$ cat src/rtl/smbr_pkg.sv
package smbr_pkg;
  typedef enum logic [1:0] {
    K_BYTE  = 2'b00,
    K_WORD  = 2'b01,
    K_BLOCK = 2'b10,
    K_NONE  = 2'b11
  } cmd_kind_e;

  localparam logic [7:0] FILL_BYTE = 8'hFF;

  function automatic cmd_kind_e kind_of(input logic [7:0] c);
    return cmd_kind_e'(c[7:6]);
  endfunction
endpackage

$ cat src/rtl/smbr_wr_path.sv
module smbr_wr_path
  import smbr_pkg::*;
#(
  parameter int BLK_MAX = 32,
  localparam int LW = $clog2(BLK_MAX + 1),
  localparam int CW = $clog2(BLK_MAX + 2),
  localparam int SW = $clog2(BLK_MAX)
) (
  input  logic                    clk,
  input  logic                    rst_n,
  input  logic                    bus_start,
  input  logic                    bus_stop,
  input  logic                    adr_hit,
  input  logic                    adr_read,
  input  logic                    rx_valid,
  input  logic [7:0]              rx_data,
  output logic                    rx_ack,
  output logic [7:0]              sel_cmd,
  output logic                    cmt_stb,
  output logic [7:0]              cmt_cmd,
  output logic [LW-1:0]           cmt_len,
  output logic [BLK_MAX-1:0][7:0] stage
);
  logic          wr_act, have_cmd, bad;
  logic [7:0]    cmd_q;
  logic [CW-1:0] cnt;
  logic [LW-1:0] blen;
  cmd_kind_e     kind;
  logic          len_ok, complete;
  logic [LW-1:0] done_len;
  logic [SW-1:0] slot;

  assign kind   = kind_of(cmd_q);
  assign len_ok = (rx_data != 8'd0) && (rx_data <= 8'(BLK_MAX));
  assign slot   = SW'((kind == K_BLOCK) ? cnt - CW'(1) : cnt);

  // ack decision for the byte currently offered
  always_comb begin
    rx_ack = 1'b0;
    if (wr_act && !bad) begin
      if (!have_cmd) rx_ack = (kind_of(rx_data) != K_NONE);
      else begin
        unique case (kind)
          K_BYTE:  rx_ack = (cnt == '0);
          K_WORD:  rx_ack = (cnt < CW'(2));
          K_BLOCK: rx_ack = (cnt == '0) ? len_ok : (cnt <= CW'(blen));
          default: rx_ack = 1'b0;
        endcase
      end
    end
  end

  always_comb begin
    complete = 1'b0;
    done_len = '0;
    unique case (kind)
      K_BYTE:  begin complete = (cnt == CW'(1)); done_len = LW'(1); end
      K_WORD:  begin complete = (cnt == CW'(2)); done_len = LW'(2); end
      K_BLOCK: begin complete = (cnt != '0) && (cnt == CW'(blen) + CW'(1)); done_len = blen; end
      default: begin complete = 1'b0; done_len = '0; end
    endcase
    complete = complete && have_cmd && !bad;
  end

  always_ff @(posedge clk or negedge rst_n) begin
    if (!rst_n) begin
      wr_act   <= 1'b0;
      have_cmd <= 1'b0;
      bad      <= 1'b0;
      cmd_q    <= '0;
      cnt      <= '0;
      blen     <= '0;
      sel_cmd  <= '0;
      cmt_stb  <= 1'b0;
      cmt_cmd  <= '0;
      cmt_len  <= '0;
      stage    <= '0;
    end else begin
      cmt_stb <= 1'b0;
      if (adr_hit) begin
        wr_act   <= !adr_read;
        have_cmd <= 1'b0;
        bad      <= 1'b0;
        cnt      <= '0;
      end else if (bus_start) begin
        wr_act <= 1'b0;
      end else if (bus_stop) begin
        wr_act <= 1'b0;
        if (wr_act && complete) begin
          cmt_stb <= 1'b1;
          cmt_cmd <= cmd_q;
          cmt_len <= done_len;
        end
      end else if (rx_valid && wr_act) begin
        if (!rx_ack) bad <= 1'b1;
        else if (!have_cmd) begin
          have_cmd <= 1'b1;
          cmd_q    <= rx_data;
          sel_cmd  <= rx_data;
        end else begin
          cnt <= cnt + CW'(1);
          if (kind == K_BLOCK && cnt == '0) blen <= LW'(rx_data);
          else stage[slot] <= rx_data;
        end
      end
    end
  end

  // a commit pulse only ever follows a stop
  p_commit_after_stop_r7: assert property (@(posedge clk) disable iff (!rst_n)
    cmt_stb |-> $past(bus_stop));
  // committed block length within 1..BLK_MAX
  p_block_len_r5: assert property (@(posedge clk) disable iff (!rst_n)
    (cmt_stb && kind_of(cmt_cmd) == K_BLOCK) |-> (cmt_len != '0 && cmt_len <= LW'(BLK_MAX)));
  // a nacked byte never changes the selection
  p_sel_hold_r2: assert property (@(posedge clk) disable iff (!rst_n)
    (rx_valid && !rx_ack && !adr_hit) |=> $stable(sel_cmd));
endmodule

$ cat src/rtl/smbr_regs.sv
module smbr_regs
  import smbr_pkg::*;
#(
  parameter int BYTE_REGS = 8,
  parameter int WORD_REGS = 4,
  parameter int BLK_MAX   = 32,
  localparam int BAW = $clog2(BYTE_REGS),
  localparam int WAW = $clog2(WORD_REGS),
  localparam int LW  = $clog2(BLK_MAX + 1),
  localparam int TW  = $clog2(BLK_MAX + 2),
  localparam int SW  = $clog2(BLK_MAX)
) (
  input  logic                    clk,
  input  logic                    rst_n,
  input  logic                    cmt_stb,
  input  logic [7:0]              cmt_cmd,
  input  logic [LW-1:0]           cmt_len,
  input  logic [BLK_MAX-1:0][7:0] stage,
  input  logic [7:0]              sel_cmd,
  input  logic [TW-1:0]           rd_idx,
  output logic [7:0]              rd_byte
);
  logic [7:0]             byte_r [BYTE_REGS];
  logic [15:0]            word_r [WORD_REGS];
  logic [BLK_MAX-1:0][7:0] blk_r;
  logic [LW-1:0]          blen_r;
  logic                   unused_cmd_bits;

  assign unused_cmd_bits = ^{cmt_cmd[5:0], sel_cmd[5:0]};

  for (genvar g = 0; g < BYTE_REGS; g++) begin : g_byte
    always_ff @(posedge clk or negedge rst_n) begin
      if (!rst_n) byte_r[g] <= '0;
      else if (cmt_stb && kind_of(cmt_cmd) == K_BYTE && cmt_cmd[BAW-1:0] == BAW'(g))
        byte_r[g] <= stage[0];
    end
  end

  for (genvar g = 0; g < WORD_REGS; g++) begin : g_word
    always_ff @(posedge clk or negedge rst_n) begin
      if (!rst_n) word_r[g] <= '0;
      else if (cmt_stb && kind_of(cmt_cmd) == K_WORD && cmt_cmd[WAW-1:0] == WAW'(g))
        word_r[g] <= {stage[1], stage[0]};
    end
  end

  always_ff @(posedge clk or negedge rst_n) begin
    if (!rst_n) begin
      blk_r  <= '0;
      blen_r <= '0;
    end else if (cmt_stb && kind_of(cmt_cmd) == K_BLOCK) begin
      blen_r <= cmt_len;
      for (int i = 0; i < BLK_MAX; i++)
        if (LW'(i) < cmt_len) blk_r[i] <= stage[i];
    end
  end

  always_comb begin
    rd_byte = FILL_BYTE;
    unique case (kind_of(sel_cmd))
      K_BYTE:  if (rd_idx == '0) rd_byte = byte_r[sel_cmd[BAW-1:0]];
      K_WORD: begin
        if (rd_idx == '0)            rd_byte = word_r[sel_cmd[WAW-1:0]][7:0];
        else if (rd_idx == TW'(1))   rd_byte = word_r[sel_cmd[WAW-1:0]][15:8];
      end
      K_BLOCK: begin
        if (rd_idx == '0)                rd_byte = 8'(blen_r);
        else if (rd_idx <= TW'(blen_r))  rd_byte = blk_r[SW'(rd_idx - TW'(1))];
      end
      default: rd_byte = FILL_BYTE;
    endcase
  end

  // storage only moves on a commit pulse
  p_store_quiet_r7: assert property (@(posedge clk) disable iff (!rst_n)
    !cmt_stb |=> $stable(blen_r));
endmodule

$ cat src/rtl/smbr_rd_path.sv
module smbr_rd_path #(
  parameter int BLK_MAX = 32,
  localparam int TW = $clog2(BLK_MAX + 2)
) (
  input  logic          clk,
  input  logic          rst_n,
  input  logic          bus_start,
  input  logic          bus_stop,
  input  logic          adr_hit,
  input  logic          adr_read,
  input  logic          tx_ready,
  input  logic          hack_valid,
  input  logic          hack_nack,
  output logic          tx_valid,
  output logic [TW-1:0] rd_idx
);
  logic rd_act, quiet;

  assign tx_valid = rd_act && !quiet;

  always_ff @(posedge clk or negedge rst_n) begin
    if (!rst_n) begin
      rd_act <= 1'b0;
      quiet  <= 1'b0;
      rd_idx <= '0;
    end else if (adr_hit) begin
      rd_act <= adr_read;
      quiet  <= 1'b0;
      rd_idx <= '0;
    end else if (bus_start || bus_stop) begin
      rd_act <= 1'b0;
    end else begin
      if (tx_valid && tx_ready && rd_idx != '1) rd_idx <= rd_idx + TW'(1);
      if (hack_valid && hack_nack) quiet <= 1'b1;
    end
  end

  // nothing offered after the host nacks
  p_quiet_after_nack_r11: assert property (@(posedge clk) disable iff (!rst_n)
    (hack_valid && hack_nack && !adr_hit) |=> !tx_valid);
  // silence lasts until a new address match
  p_stay_quiet_r11: assert property (@(posedge clk) disable iff (!rst_n)
    (!tx_valid && !adr_hit) |=> !tx_valid);
endmodule

$ cat src/rtl/smbus_cmd_resp.sv
module smbus_cmd_resp
  import smbr_pkg::*;
#(
  parameter int BYTE_REGS = 8,
  parameter int WORD_REGS = 4,
  parameter int BLK_MAX   = 32,
  localparam int LW = $clog2(BLK_MAX + 1),
  localparam int TW = $clog2(BLK_MAX + 2)
) (
  input  logic          clk,
  input  logic          rst_n,
  input  logic          bus_start,
  input  logic          bus_stop,
  input  logic          adr_hit,
  input  logic          adr_read,
  input  logic          rx_valid,
  input  logic [7:0]    rx_data,
  output logic          rx_ack,
  input  logic          tx_ready,
  output logic          tx_valid,
  output logic [7:0]    tx_data,
  input  logic          hack_valid,
  input  logic          hack_nack,
  output logic          wr_stb,
  output logic [7:0]    wr_cmd,
  output logic [LW-1:0] wr_len
);
  logic [7:0]              sel_cmd;
  logic [BLK_MAX-1:0][7:0] stage;
  logic [TW-1:0]           rd_idx;

  smbr_wr_path #(.BLK_MAX(BLK_MAX)) u_wr (
    .clk(clk), .rst_n(rst_n), .bus_start(bus_start), .bus_stop(bus_stop),
    .adr_hit(adr_hit), .adr_read(adr_read), .rx_valid(rx_valid), .rx_data(rx_data),
    .rx_ack(rx_ack), .sel_cmd(sel_cmd), .cmt_stb(wr_stb), .cmt_cmd(wr_cmd),
    .cmt_len(wr_len), .stage(stage)
  );

  smbr_regs #(.BYTE_REGS(BYTE_REGS), .WORD_REGS(WORD_REGS), .BLK_MAX(BLK_MAX)) u_regs (
    .clk(clk), .rst_n(rst_n), .cmt_stb(wr_stb), .cmt_cmd(wr_cmd), .cmt_len(wr_len),
    .stage(stage), .sel_cmd(sel_cmd), .rd_idx(rd_idx), .rd_byte(tx_data)
  );

  smbr_rd_path #(.BLK_MAX(BLK_MAX)) u_rd (
    .clk(clk), .rst_n(rst_n), .bus_start(bus_start), .bus_stop(bus_stop),
    .adr_hit(adr_hit), .adr_read(adr_read), .tx_ready(tx_ready),
    .hack_valid(hack_valid), .hack_nack(hack_nack), .tx_valid(tx_valid), .rd_idx(rd_idx)
  );

  // offered byte held while the engine stalls
  p_hold_data_r10: assert property (@(posedge clk) disable iff (!rst_n)
    (tx_valid && !tx_ready && !bus_start && !bus_stop && !adr_hit && !hack_valid)
      |=> $stable(tx_data));
  // word commits are two bytes long
  p_word_len_r4: assert property (@(posedge clk) disable iff (!rst_n)
    (wr_stb && kind_of(wr_cmd) == K_WORD) |-> wr_len == LW'(2));
  // byte commits are one byte long
  p_byte_len_r3: assert property (@(posedge clk) disable iff (!rst_n)
    (wr_stb && kind_of(wr_cmd) == K_BYTE) |-> wr_len == LW'(1));
endmodule

$ cat config.mk
export PLATFORM = sky130hd
export DESIGN_NAME = smbus_cmd_resp
export DESIGN_NICKNAME = d
export VERILOG_FILES = /design/src/rtl/smbr_pkg.sv /design/src/rtl/smbr_wr_path.sv /design/src/rtl/smbr_regs.sv /design/src/rtl/smbr_rd_path.sv /design/src/rtl/smbus_cmd_resp.sv
export SDC_FILE = /design/constraint.sdc
export NUM_CORES = 1
export LEC_CHECK = 0
export ABC_AREA = 1
export BUFFER_PORTS_ARGS = -buffer_cell sky130_fd_sc_hd__buf_2
export CORE_ASPECT_RATIO = 1.4
export CORE_UTILIZATION = 45
export DETAILED_ROUTE_END_ITERATION = 10
export PLACE_DENSITY_LB_ADDON = 0.12
export SYNTH_ARGS = -nofsm -noshare
export SYNTH_HDL_FRONTEND = slang
export SYNTH_HIERARCHICAL = 1
export SYNTH_SLANG_ARGS = --single-unit
$ cat constraint.sdc
create_clock -name clk -period 2.9 [get_ports clk]
set_input_delay 0.29 -clock clk [delete_from_list [all_inputs] [get_ports clk]]
set_output_delay 0.29 -clock clk [all_outputs]
set_load 0.01 [all_outputs]
# Word-level counts from Yosys, hierarchy flattened
# Index checks and enable logic that the tools add are counted.
op_classes:
  n_addsub: 5
  order_cmp: 41
  eq_ne: 24
  muxes: 55
  bitwise_logic: 7
  reduce_logical: 88
ops:
  columns: ["op", "n"]
  rows:
  - ["$bwmux 256", 1]
  - ["$lt 5x6->1 const A", 16]
  - ["$mux 8", 9]
  - ["$reduce_and 2->1", 34]
  - ["$mux 6", 9]
  - ["$lt 4x6->1 const A", 8]
  - ["$bmux 8 s5", 1]
  - ["$demux 8 s5", 1]
  - ["$bmux 16 s2", 1]
  - ["$mux 16", 2]
  - ["$logic_and 1x1->1", 28]
  - ["$mux 1", 25]
  - ["$bmux 8 s3", 1]
  - ["$lt 3x6->1 const A", 4]
  - ["$pmux 8 s3", 1]
  - ["$add 6x1->6 const B", 3]
  - ["$pmux 6 s3", 1]
  - ["$reduce_and 7->1", 2]
  - ["$eq 3x3->1 const B", 4]
  - ["$eq 6x1->1 const B", 2]
  - ["$le 6x6->1", 2]
  - ["$logic_not 6->1", 2]
  - ["$lt 1x6->1 const A", 2]
  - ["$lt 2x6->1 const A", 2]
  - ["other kinds (32)", 59]
word_totals:
  register_bits: 692
  in_bits: 18
  word_cells: 309

# Logic depth before layout (Yosys ltp)
# Gate-level depths: netlist of the first run.
depth:
  word_depth: 11
  depth_mapped: 16

# Hierarchy
# Netlist of the first run, hierarchy kept.
by_module_without_submodules:
  columns: ["module", "instances", "cells_each", "area_per_inst_um2", "seq_area_each_um2"]
  rows:
  - ["smbr_regs", 1, 2506, 19199.7, 9759.4]
  - ["smbr_wr_path", 1, 1773, 14940.6, 7357.1]
  - ["smbr_rd_path", 1, 63, 457.9, 200.2]

# Worst setup path after synthesis of the first run
# Ideal clock, no wire load.
synth_timing:
  path_kind: "reg2out"
  from: "register u_rd.rd_idx[0]"
  to: "output tx_data[0]"
  t_arrival_ns: 2.310
  required_ns: 2.610
  setup_slack_ns: 0.300
  stages_incl_launch_ff: 15
  n_path_buf: 4
  cell_sequence: "dfrtp_1 > clkinv_1 > buf_2 > buf_1 > ha_1 > buf_2 > clkbuf_1 > nand3_1 > nand3_1 > nand3_1 > nand2_1 > nand2_1 > nand3_1 > nand2_1 > nand2_1"
synth_via:
  elab_chain_len: 6
  elab_cells_between_ends: 12
  classes_between: "add/sub: 1; order compare: 1; eq/ne: 1; mux: 8; reduce/logical: 1"
synth_rtl:
  columns: ["item", "line", "rtl"]
  rows:
  - ["start, declared", "smbr_rd_path.sv:15", "output logic [TW-1:0] rd_idx"]
  - ["start signal, assigned", "smbr_rd_path.sv:33", "if (tx_valid && tx_ready && rd_idx != '1) rd_idx <= rd_idx + TW'(1);"]
  - ["$sub 5x1->5", "smbr_regs.sv:68", "else if (rd_idx <= TW'(blen_r)) rd_byte = blk_r[SW'(rd_idx - TW'(1))];"]
  - ["$bmux 8 s5", "smbr_regs.sv:68", null]
  - ["$mux 8 (implied by the code)", "smbr_regs.sv:68", null]
  - ["$mux 8", "smbr_regs.sv:68", null]
  - ["$mux 8", "smbr_regs.sv:67", "if (rd_idx == '0) rd_byte = 8'(blen_r);"]
  - ["$pmux 8 s3 *", "smbr_regs.sv:60", "unique case (kind_of(sel_cmd))"]
  - ["end, declared", "smbus_cmd_resp.sv:21", "output logic [7:0] tx_data,"]
# Mark *: on every way between the ends. The rest lies on a longest branch, timed or not. The select of a mux whose other input is x is not followed.

# Worst setup path after layout of the first run
layout_timing:
  from: "register u_rd.rd_idx[0]"
  to: "output tx_data[5]"
# The elaborated chain is that of the path after synthesis.

==> key figures, run 1 <==
Status
  • Outcome: complete, but fails checks
  • Failing checks: negative setup slack

Floorplanning
  • Core footprint: 75600 sq um
  • Initial core utilization: 45.7%
  • FP Rows: 119
  • Die Height: 330 microns
  • I/O pin count: 43
  • Full die area: 78000 sq um
  • Die outline width: 236 microns

Finish
  • Multi-input logic area: 14500 sq um
  • Final Net Count: 4447
  • Finished Layout Cells: 5429
  • Fillers: 7251
  • Area growth, synth to finish: 15.4%
  • Layout cells sized above 1: 13.1%
  • Sequential Area: 17300 sq um

Pwr
  • PwrDens: 509 nW/um^2
  • Peak supply drop: 0.391 mV
  • Leak Pwr: 19.3 nW
  • Final Power: 0.0203 W

Route
  • 1st-pass router iterations: 5
  • Number of vias per cell: 5.24
  • First DRT Iteration DRCs: 2136
  • # DRC: 0
  • WL final: 110 mm
  • Vias: 28438
  • Post-DRT Antenna Nets: 0
  • WL per Instance: 20.3 microns

Logic synthesis
  • Post-synthesis simple-gate area fraction: 25.0%
  • Mux cell area share after synthesis: 1.04%
  • Cells after synthesis: 4342
  • Post-synthesis xor/xnor area fraction: 0.492%
  • Syn_nets: 4380
  • #FFs+latches synth: 692
  • Synth area leaders: dfrtp_1 50%, nand2_1 12%, nand3_1 7.7%, inv_1 6.3%, o21bai_1 5.6%
  • Register area share after synthesis: 50.1%
  • Post-synthesis adder-cell area fraction: 0.723%
  • Synth area leader: dfrtp_1
  • Synthesized area: 34600 sq um
  • Synth warn: 6
  • Post-synthesis average cell area: 7.97 sq um
  • Share of Yosys cell area claimed by the top area cell type: 50.1%
  • Unique masters post-synth: 44
  • Largest family of logic cells by synthesized area: simple AND/OR/NAND/NOR gates
  • Compound-Gate Fraction of Synth Area: 12.7%

STA
  • Maximum clock frequency: 327 MHz
  • Final setup violation count: 8
  • Final Max Slew Viols: 0
  • RSZ-0062 raised after global routing: true
  • Worst Tran Pin Value: 0.887 ns
  • Skew final: 0.0238 ns
  • Worst setup margin: -0.155 ns
  • Hold Vio Cnt, Final: 0
  • Fin Setup TNS: -1.16 ns
  • Max-slew headroom: 40.9%
  • Final hold slack: 0.0479 ns
  • Final Cycle Share: 105%
  • Post-route minimum period: 3.06 ns

Clock tree
  • CTS H-tree depth: 3
  • Max Root-Sink Buffers: 3
  • Clk sink count: 692
  • CTS tree: built
  • Clock transition at path regs: 0.06 ns
  • CTS Root Cell: clkbuf_16
  • Total CTS buffers: 74
  • Clk_lat worst skew: 0.63 ns

GRT
  • First-pass GRT wire length: 169 mm
  • GRT Util Overall: 28.3%
  • Initial antenna violation count: 1
  • Largest net degree at the start of global routing: 88
  • Vias in the first global route: 27690
  • Total grt overflow: 0

Critical path
  • Worst Setup SP: u_rd/rd_idx[0]
  • Crit path DAT: 2.77 ns
  • Max FO, Critical Path: 8
  • Startpoint Class: flop
  • WS Path Type: flop to output port
  • Reg2reg start: u_wr/cnt[1]
  • Element type at the critical path end: output port
  • WP data required: 2.61 ns

Hold path
  • Min-delay src: rx_data[5]
  • HP Class: input port to flop

Placed design
  • GP Congestion: 0.926
  • Post-Place Cells: 5272
  • Hpwl dp: 71.6 mm
  • PortBufs: 42

Flow run
  • Total of max-cap violations: 0
==> report_power, final <==
group / internal, W / switching [W] / total [W]
logic: 0.000297 / 0.000943 / 0.00124
clock network: 0.00547 / 0.00395 / 0.00942
registers: 0.00967 / 0.0000159 / 0.00968
==> critical path: stages, from the launching register on <==
cell and delay, ns:
dfrtp_4 0.52, inv_8 0.09, ha_4 0.14, buf_6 0.12, xor2_4 0.27, buf_12 0.16
buf_16 0.14, nand3_2 0.08, nand3_2 0.08, nand2_1 0.05, nand2_1 0.08, nand3_2 0.10
nand2_2 0.10, nand2_1 0.06, buf_2 0.14
==> flip-flops by register name, indices dropped and copies added, names as in the netlist, 8 cells and up <==
register,cells
u_wr/cmt_cmd,8
u_wr/cmd_q,8
u_wr/stage,256
u_regs/blk_r,256
u_regs/byte_r,64
u_regs/word_r,64
==> stage by stage <==
stage	instance area [sq um]	setup WS, ns	util [%]
2_1_floorplan	34600	0.300	-
3_3_place_gp	36400	0.150	48.1
3_5_place_dp	36400	0.164	48.1
4_1_cts	39600	-0.236	52.3
5_1_grt	39900	-0.247	52.8
6_report	39900	-0.155	52.8
==> timing repair <==
| item | 4_1_cts | 5_1_grt |
|---|---|---|
| gates cloned | 5 | 3 |
| hold buffers | 7 | 0 |
| setup endpoints to repair | 8 | 12 |
| buffers inserted | 6 | 10 |
| gates resized for setup | 98 | 72 |
| pin swaps | 14 | 22 |
| endpoints found under the hold margin | 47 | 0 |
==> path summary, 6_finish.rpt <==
kind	to	slack [ns]	cells past startpoint
max	tx_data[5]	-0.16	14
min	u_wr/cmd_q[5]	0.05	5
max reg2reg	u_wr/stage[238]	0.14	12
min reg2reg	u_regs/blk_r[104]	0.47	2
max in group asynchronous	u_regs/blk_r[246]	1.63	3
min in group asynchronous	u_wr/cmt_cmd[5]	0.23	2
==> cell usage in the layout (no fill, tap or decap), types with 39 or more instances in the layout <==
cell type  synthesis  layout
inv_2             44      45
buf_4             34     124
inv_1            578     576
nor2_1           318     312
a21oi_1          149     149
o21bai_1         259     259
clkbuf_16          0      80
nand3_1          533     463
nand2_1         1065    1042
nand2_2           17      39
o21ai_0          294     287
nand3_2            1      52
dfrtp_1          692     687
==> layout make-up <==
cell class                      instances  share of cell area, %
Tap cell                              968                   3.03
Clock buffer                          113                   5.59
Multi-Input combinational cell       2797                   36.3
Clock inverter                         14                  0.345
Sequential cell                       692                   43.4
Antenna cell                            1                0.00627
Timing Repair Buffer                  217                   5.40
Inverter                              627                   5.96
==> kinds of logic after synthesis <==
family | count (synthesis)
XOR/XNOR | 16
AO/OA/AOI/OAI | 728
buffers and inverters | 853
multiplexers | 32
adder cells (fa/ha/maj) | 20
flip-flops | 692
AND/OR/NAND/NOR | 2001
==> Yosys cell counts, drive strengths merged <==
master and number:
xnor2 4, o211ai 2, nor2 357, nor3 7, o21ai 303, o22ai 5, xor2 12, a311oi 1
o21bai 259, buf 110, nand2 1087, ha 20, nand3 534, nand4 10, nor3b 2, inv 622
nand3b 2, dfrtp 692, clkbuf 116, a21oi 151, mux2 32, a2111oi 1, and3 2, clkinv 5
a31oi 6
==> metal layers <==
metal | track usage, % | wire, microns
met1 | 35.1 | 45400
met3 | 3.52 | 4680
met4 | 13.0 | 4880
met2 | 49.4 | 55000
met5 | 0 | 0
No activity file was read; power rests on OpenSTA's default activity.
==> run 2, diff against run 1 <==
--- a/config.mk
+++ b/config.mk
@@ -5,7 +5,6 @@
 export SDC_FILE = /design/constraint.sdc
 export NUM_CORES = 1
 export LEC_CHECK = 0
-export ABC_AREA = 1
 export BUFFER_PORTS_ARGS = -buffer_cell sky130_fd_sc_hd__buf_2
 export CORE_ASPECT_RATIO = 1.4
 export CORE_UTILIZATION = 45
==> run 2 against run 1 <==
  * The run still ends with negative setup slack left
  * Register-to-register slack worse by 0.04 ns
  * Sequential power grew 0.5%
  * Synthesized cell count decreased by 50%
  * Fmax decreased by 11%
  * Via count shrank 29%
  * Largest cell class unchanged
==> key figures, run 2 <==
STA
  • Worst Tran Pin Value: 0.928 ns (was 0.887 ns)
  • Final Max Slew Viols: 0 (unchanged)
  • Fin Setup TNS: -4.06 ns (was -1.16 ns)
  • RSZ-0062 raised after global routing: true (unchanged)
  • Final hold slack: 0.0468 ns (was 0.0479 ns)
  • Hold Vio Cnt, Final: 0 (unchanged)
  • Maximum clock frequency: 291 MHz (was 327 MHz)
  • Post-route minimum period: 3.43 ns (was 3.06 ns)
  • Skew final: 0.0306 ns (was 0.0238 ns)
  • Final Cycle Share: 118% (was 105%)
  • Max-slew headroom: 38.1% (was 40.9%)
  • Worst setup margin: -0.532 ns (was -0.155 ns)
  • Final setup violation count: 8 (unchanged)

Logic synthesis
  • Syn_nets: 2226 (was 4380)
  • Synth area leaders: dfrtp_1 56%, mux2_2 13%, mux4_2 7.0%, o2bb2ai_1 3.9%, mux2_1 3.1% (was dfrtp_1 50%, nand2_1 12%, nand3_1 7.7%, inv_1 6.3%, o21bai_1 5.6%)
  • Share of Yosys cell area claimed by the top area cell type: 56.3% (was 50.1%)
  • Unique masters post-synth: 84 (was 44)
  • Cell with the most instances after synthesis: dfrtp_1 (was nand2_1)
  • Post-synth EDFFs: 0 (unchanged)
  • Share of flip-flops with an asynchronous set or reset: 100% (unchanged)
  • Synth warn: 6 (unchanged)
  • Synth area leader: dfrtp_1 (unchanged)
  • Post-synthesis average cell area: 14.1 sq um (was 7.97 sq um)
  • Cells after synthesis: 2188 (was 4342)
  • Post-synth top cells: 692 x dfrtp_1, 346 x mux2_2, 156 x nand2_1 (was 1065 x nand2_1, 692 x dfrtp_1, 578 x inv_1)
  • Register area share after synthesis: 56.3% (was 50.1%)
  • Synthesized area: 30800 sq um (was 34600 sq um)
  • Synth Flop Type: dfrtp_1 (unchanged)
  • #FFs+latches synth: 692 (unchanged)

Route
  • Vias: 20102 (was 28438)
  • Number of vias per cell: 6.08 (was 5.24)
  • WL final: 92.2 mm (was 110 mm)
  • 1st-pass router iterations: 5 (unchanged)
  • # DRC: 0 (unchanged)
  • First DRT Iteration DRCs: 1663 (was 2136)
  • WL per Instance: 27.9 microns (was 20.3 microns)
  • Post-DRT Antenna Nets: 0 (unchanged)

Pwr
  • Peak supply drop: 0.347 mV (was 0.391 mV)
  • PwrDens: 565 nW/um^2 (was 509 nW/um^2)
  • Leak Pwr: 17.0 nW (was 19.3 nW)

Finish
  • Multi-input logic area: 13100 sq um (was 14500 sq um)
  • Antenna cells: 0 (was 1)
  • Most frequent cells in the layout: 685 x dfrtp_1, 346 x mux2_2, 173 x buf_4 (was 1042 x nand2_1, 687 x dfrtp_1, 576 x inv_1)
  • Top Registers: u_regs/blk_r: 256 flops, u_wr/stage: 256 flops (unchanged)
  • Layout cells sized above 1: 38.5% (was 13.1%)
  • Commonest non-fill, non-tap cell in the layout: dfrtp_1 (was nand2_1)
  • Fillers: 5626 (was 7251)
  • Sequential Area: 17300 sq um (about the same)
  • Final Net Count: 2426 (was 4447)
  • Area growth, synth to finish: 18.0% (was 15.4%)

GRT
  • Largest net degree at the start of global routing: 88 (unchanged)
  • GRT Util Overall: 27.1% (was 28.3%)
  • Total grt overflow: 0 (unchanged)
  • Vias in the first global route: 21045 (was 27690)
  • First-pass GRT wire length: 139 mm (was 169 mm)
  • Initial antenna violation count: 0 (was 1)

Critical path
  • Crit path top cell by count: or3_4
  • CP Cell Sequence: buf_8 > or3_4 > or3_4 > o21ai_4 > a32o_2 > nor3_2 > or3_1 > buf_2 (was inv_8 > ha_4 > buf_6 > xor2_4 > buf_12 > buf_16 > nand3_2 > nand3_2 > nand2_1 > nand2_1 > nand3_2 > nand2_2 > nand2_1 > buf_2)
  • Max FO, Critical Path: 7 (was 8)
  • WP data required: 2.61 ns (about the same)
  • WS Path Type: flop to output port (unchanged)
  • Startpoint Class: flop (unchanged)
  • CP peak stage delay: 0.52 ns (about the same)
  • Crit path DAT: 3.14 ns (was 2.77 ns)
  • Element type at the critical path end: output port (unchanged)
  • Cell with the largest stage delay on the worst path: dfrtp_4 (unchanged)

Floorplanning
  • Die Height: 311 microns (was 330 microns)
  • Initial core utilization: 45.4% (was 45.7%)
  • I/O pin count: 43 (unchanged)
  • Die outline width: 223 microns (was 236 microns)
  • Full die area: 69400 sq um (was 78000 sq um)
  • FP Rows: 113 (was 119)
  • Core footprint: 67700 sq um (was 75600 sq um)

Clock tree
  • CTS H-tree depth: 3 (unchanged)
  • Clock transition at path regs: 0.06 ns (about the same)
  • Clk_lat worst skew: 0.62 ns (was 0.63 ns)
  • Clk sink count: 692 (unchanged)
  • Total CTS buffers: 70 (was 74)
  • CTS Root Cell: clkbuf_16 (unchanged)
  • Max Root-Sink Buffers: 3 (unchanged)
  • CTS tree: built (unchanged)

Status
  • Outcome: complete, but fails checks (unchanged)
  • Failing checks: negative setup slack (unchanged)

Placed design
  • Pre-CTS WS: -0.0252 ns (was 0.164 ns)
  • GP Congestion: 0.965 (was 0.926)
  • Hpwl dp: 64.2 mm (was 71.6 mm)
  • PortBufs: 42 (unchanged)

Flow run
  • Total of max-cap violations: 0 (unchanged)

Hold path
  • HP Class: input port to flop (unchanged)
run 2: critical path, delay by kind of cell, from the launching register on:
kind | cells | cell delay, ns
and+or+nand+nor | 4 | 1.24
buffers and inverters | 2 | 0.30
DFF | 1 | 0.52
AOI/OAI and AO/OA | 2 | 0.46
run 2: kinds of logic (layout without fill, tap and decap cells):
kind of cell	count (synthesis)	in the layout	share of synthesized area (%)
and+or+nand+nor	380	380	6.45
muxes	539	539	23.2
AOI/OAI and AO/OA	396	396	10.6
DFF	692	692	56.3
adders and majority gates	20	20	0.813
xor gates and xnor gates	14	14	0.399
buffers and inverters	147	403	2.22
run 2: through the flow:
step | std cells | utilization [%] | instance area [sq um] | total power, W
floorplan | 2188 | - | 30800 | 0.0104
global placement | 3136 | 48.8 | 33100 | 0.0111
detailed placement | 3136 | 48.8 | 33100 | 0.0111
CTS | 3285 | 53.1 | 36000 | 0.0207
global route | 3306 | 53.6 | 36300 | 0.0212
finish | 3306 | 53.6 | 36300 | 0.0205
run 2: routing by layer:
metal  vias to the layer above  track usage, %  share of wire [%]
met3                       192            3.28                4.3
met1                     10674            34.5                 40
met4                         0            12.7                4.6
met2                       557            46.0                 51
met5                         -               0                  0
li1                       8679               -                  -
run 2: what timing repair did:
action | 4_1_cts | 5_1_grt
gates cloned | 2 | 2
buffers inserted | 16 | 20
pin swaps | 10 | 19
endpoints found under the hold margin | 48 | 0
hold buffers | 4 | 0
resized for setup | 49 | 38
setup endpoints to repair | 29 | 86
run 2: where the power goes:
group / switching (W) / internal [W] / leakage (nW)
Clock: 0.00389 / 0.00565 / 1.20
Combinational: 0.000842 / 0.000414 / 6.19
Sequential: 0.0000498 / 0.00968 / 9.65
run 2: final cells by class:
type,instances,area share (%)
Clock buffer,94,5.57
Clock inverter,34,1.16
Inverter,21,0.224
Multi-Input combinational cell,1349,36.1
Sequential cell,692,47.7
Tap cell,862,2.97
Timing Repair Buffer,254,6.26
run 2: worst paths after layout:
kind | end | slack [ns] | depth (start not counted) | startpoint
max | tx_data[4] | -0.53 | 8 | u_rd/rd_idx[0]
min | u_wr/cmt_stb | 0.05 | 3 | bus_stop
max reg2reg | u_wr/stage[20] | 0.10 | 8 | u_wr/cmd_q[6]
min reg2reg | u_wr/stage[235] | 0.48 | 1 | u_wr/stage[235]
max in group asynchronous | u_wr/stage[0] | 1.65 | 3 | rst_n
min in group asynchronous | u_regs/byte_r[62] | 0.24 | 2 | rst_n
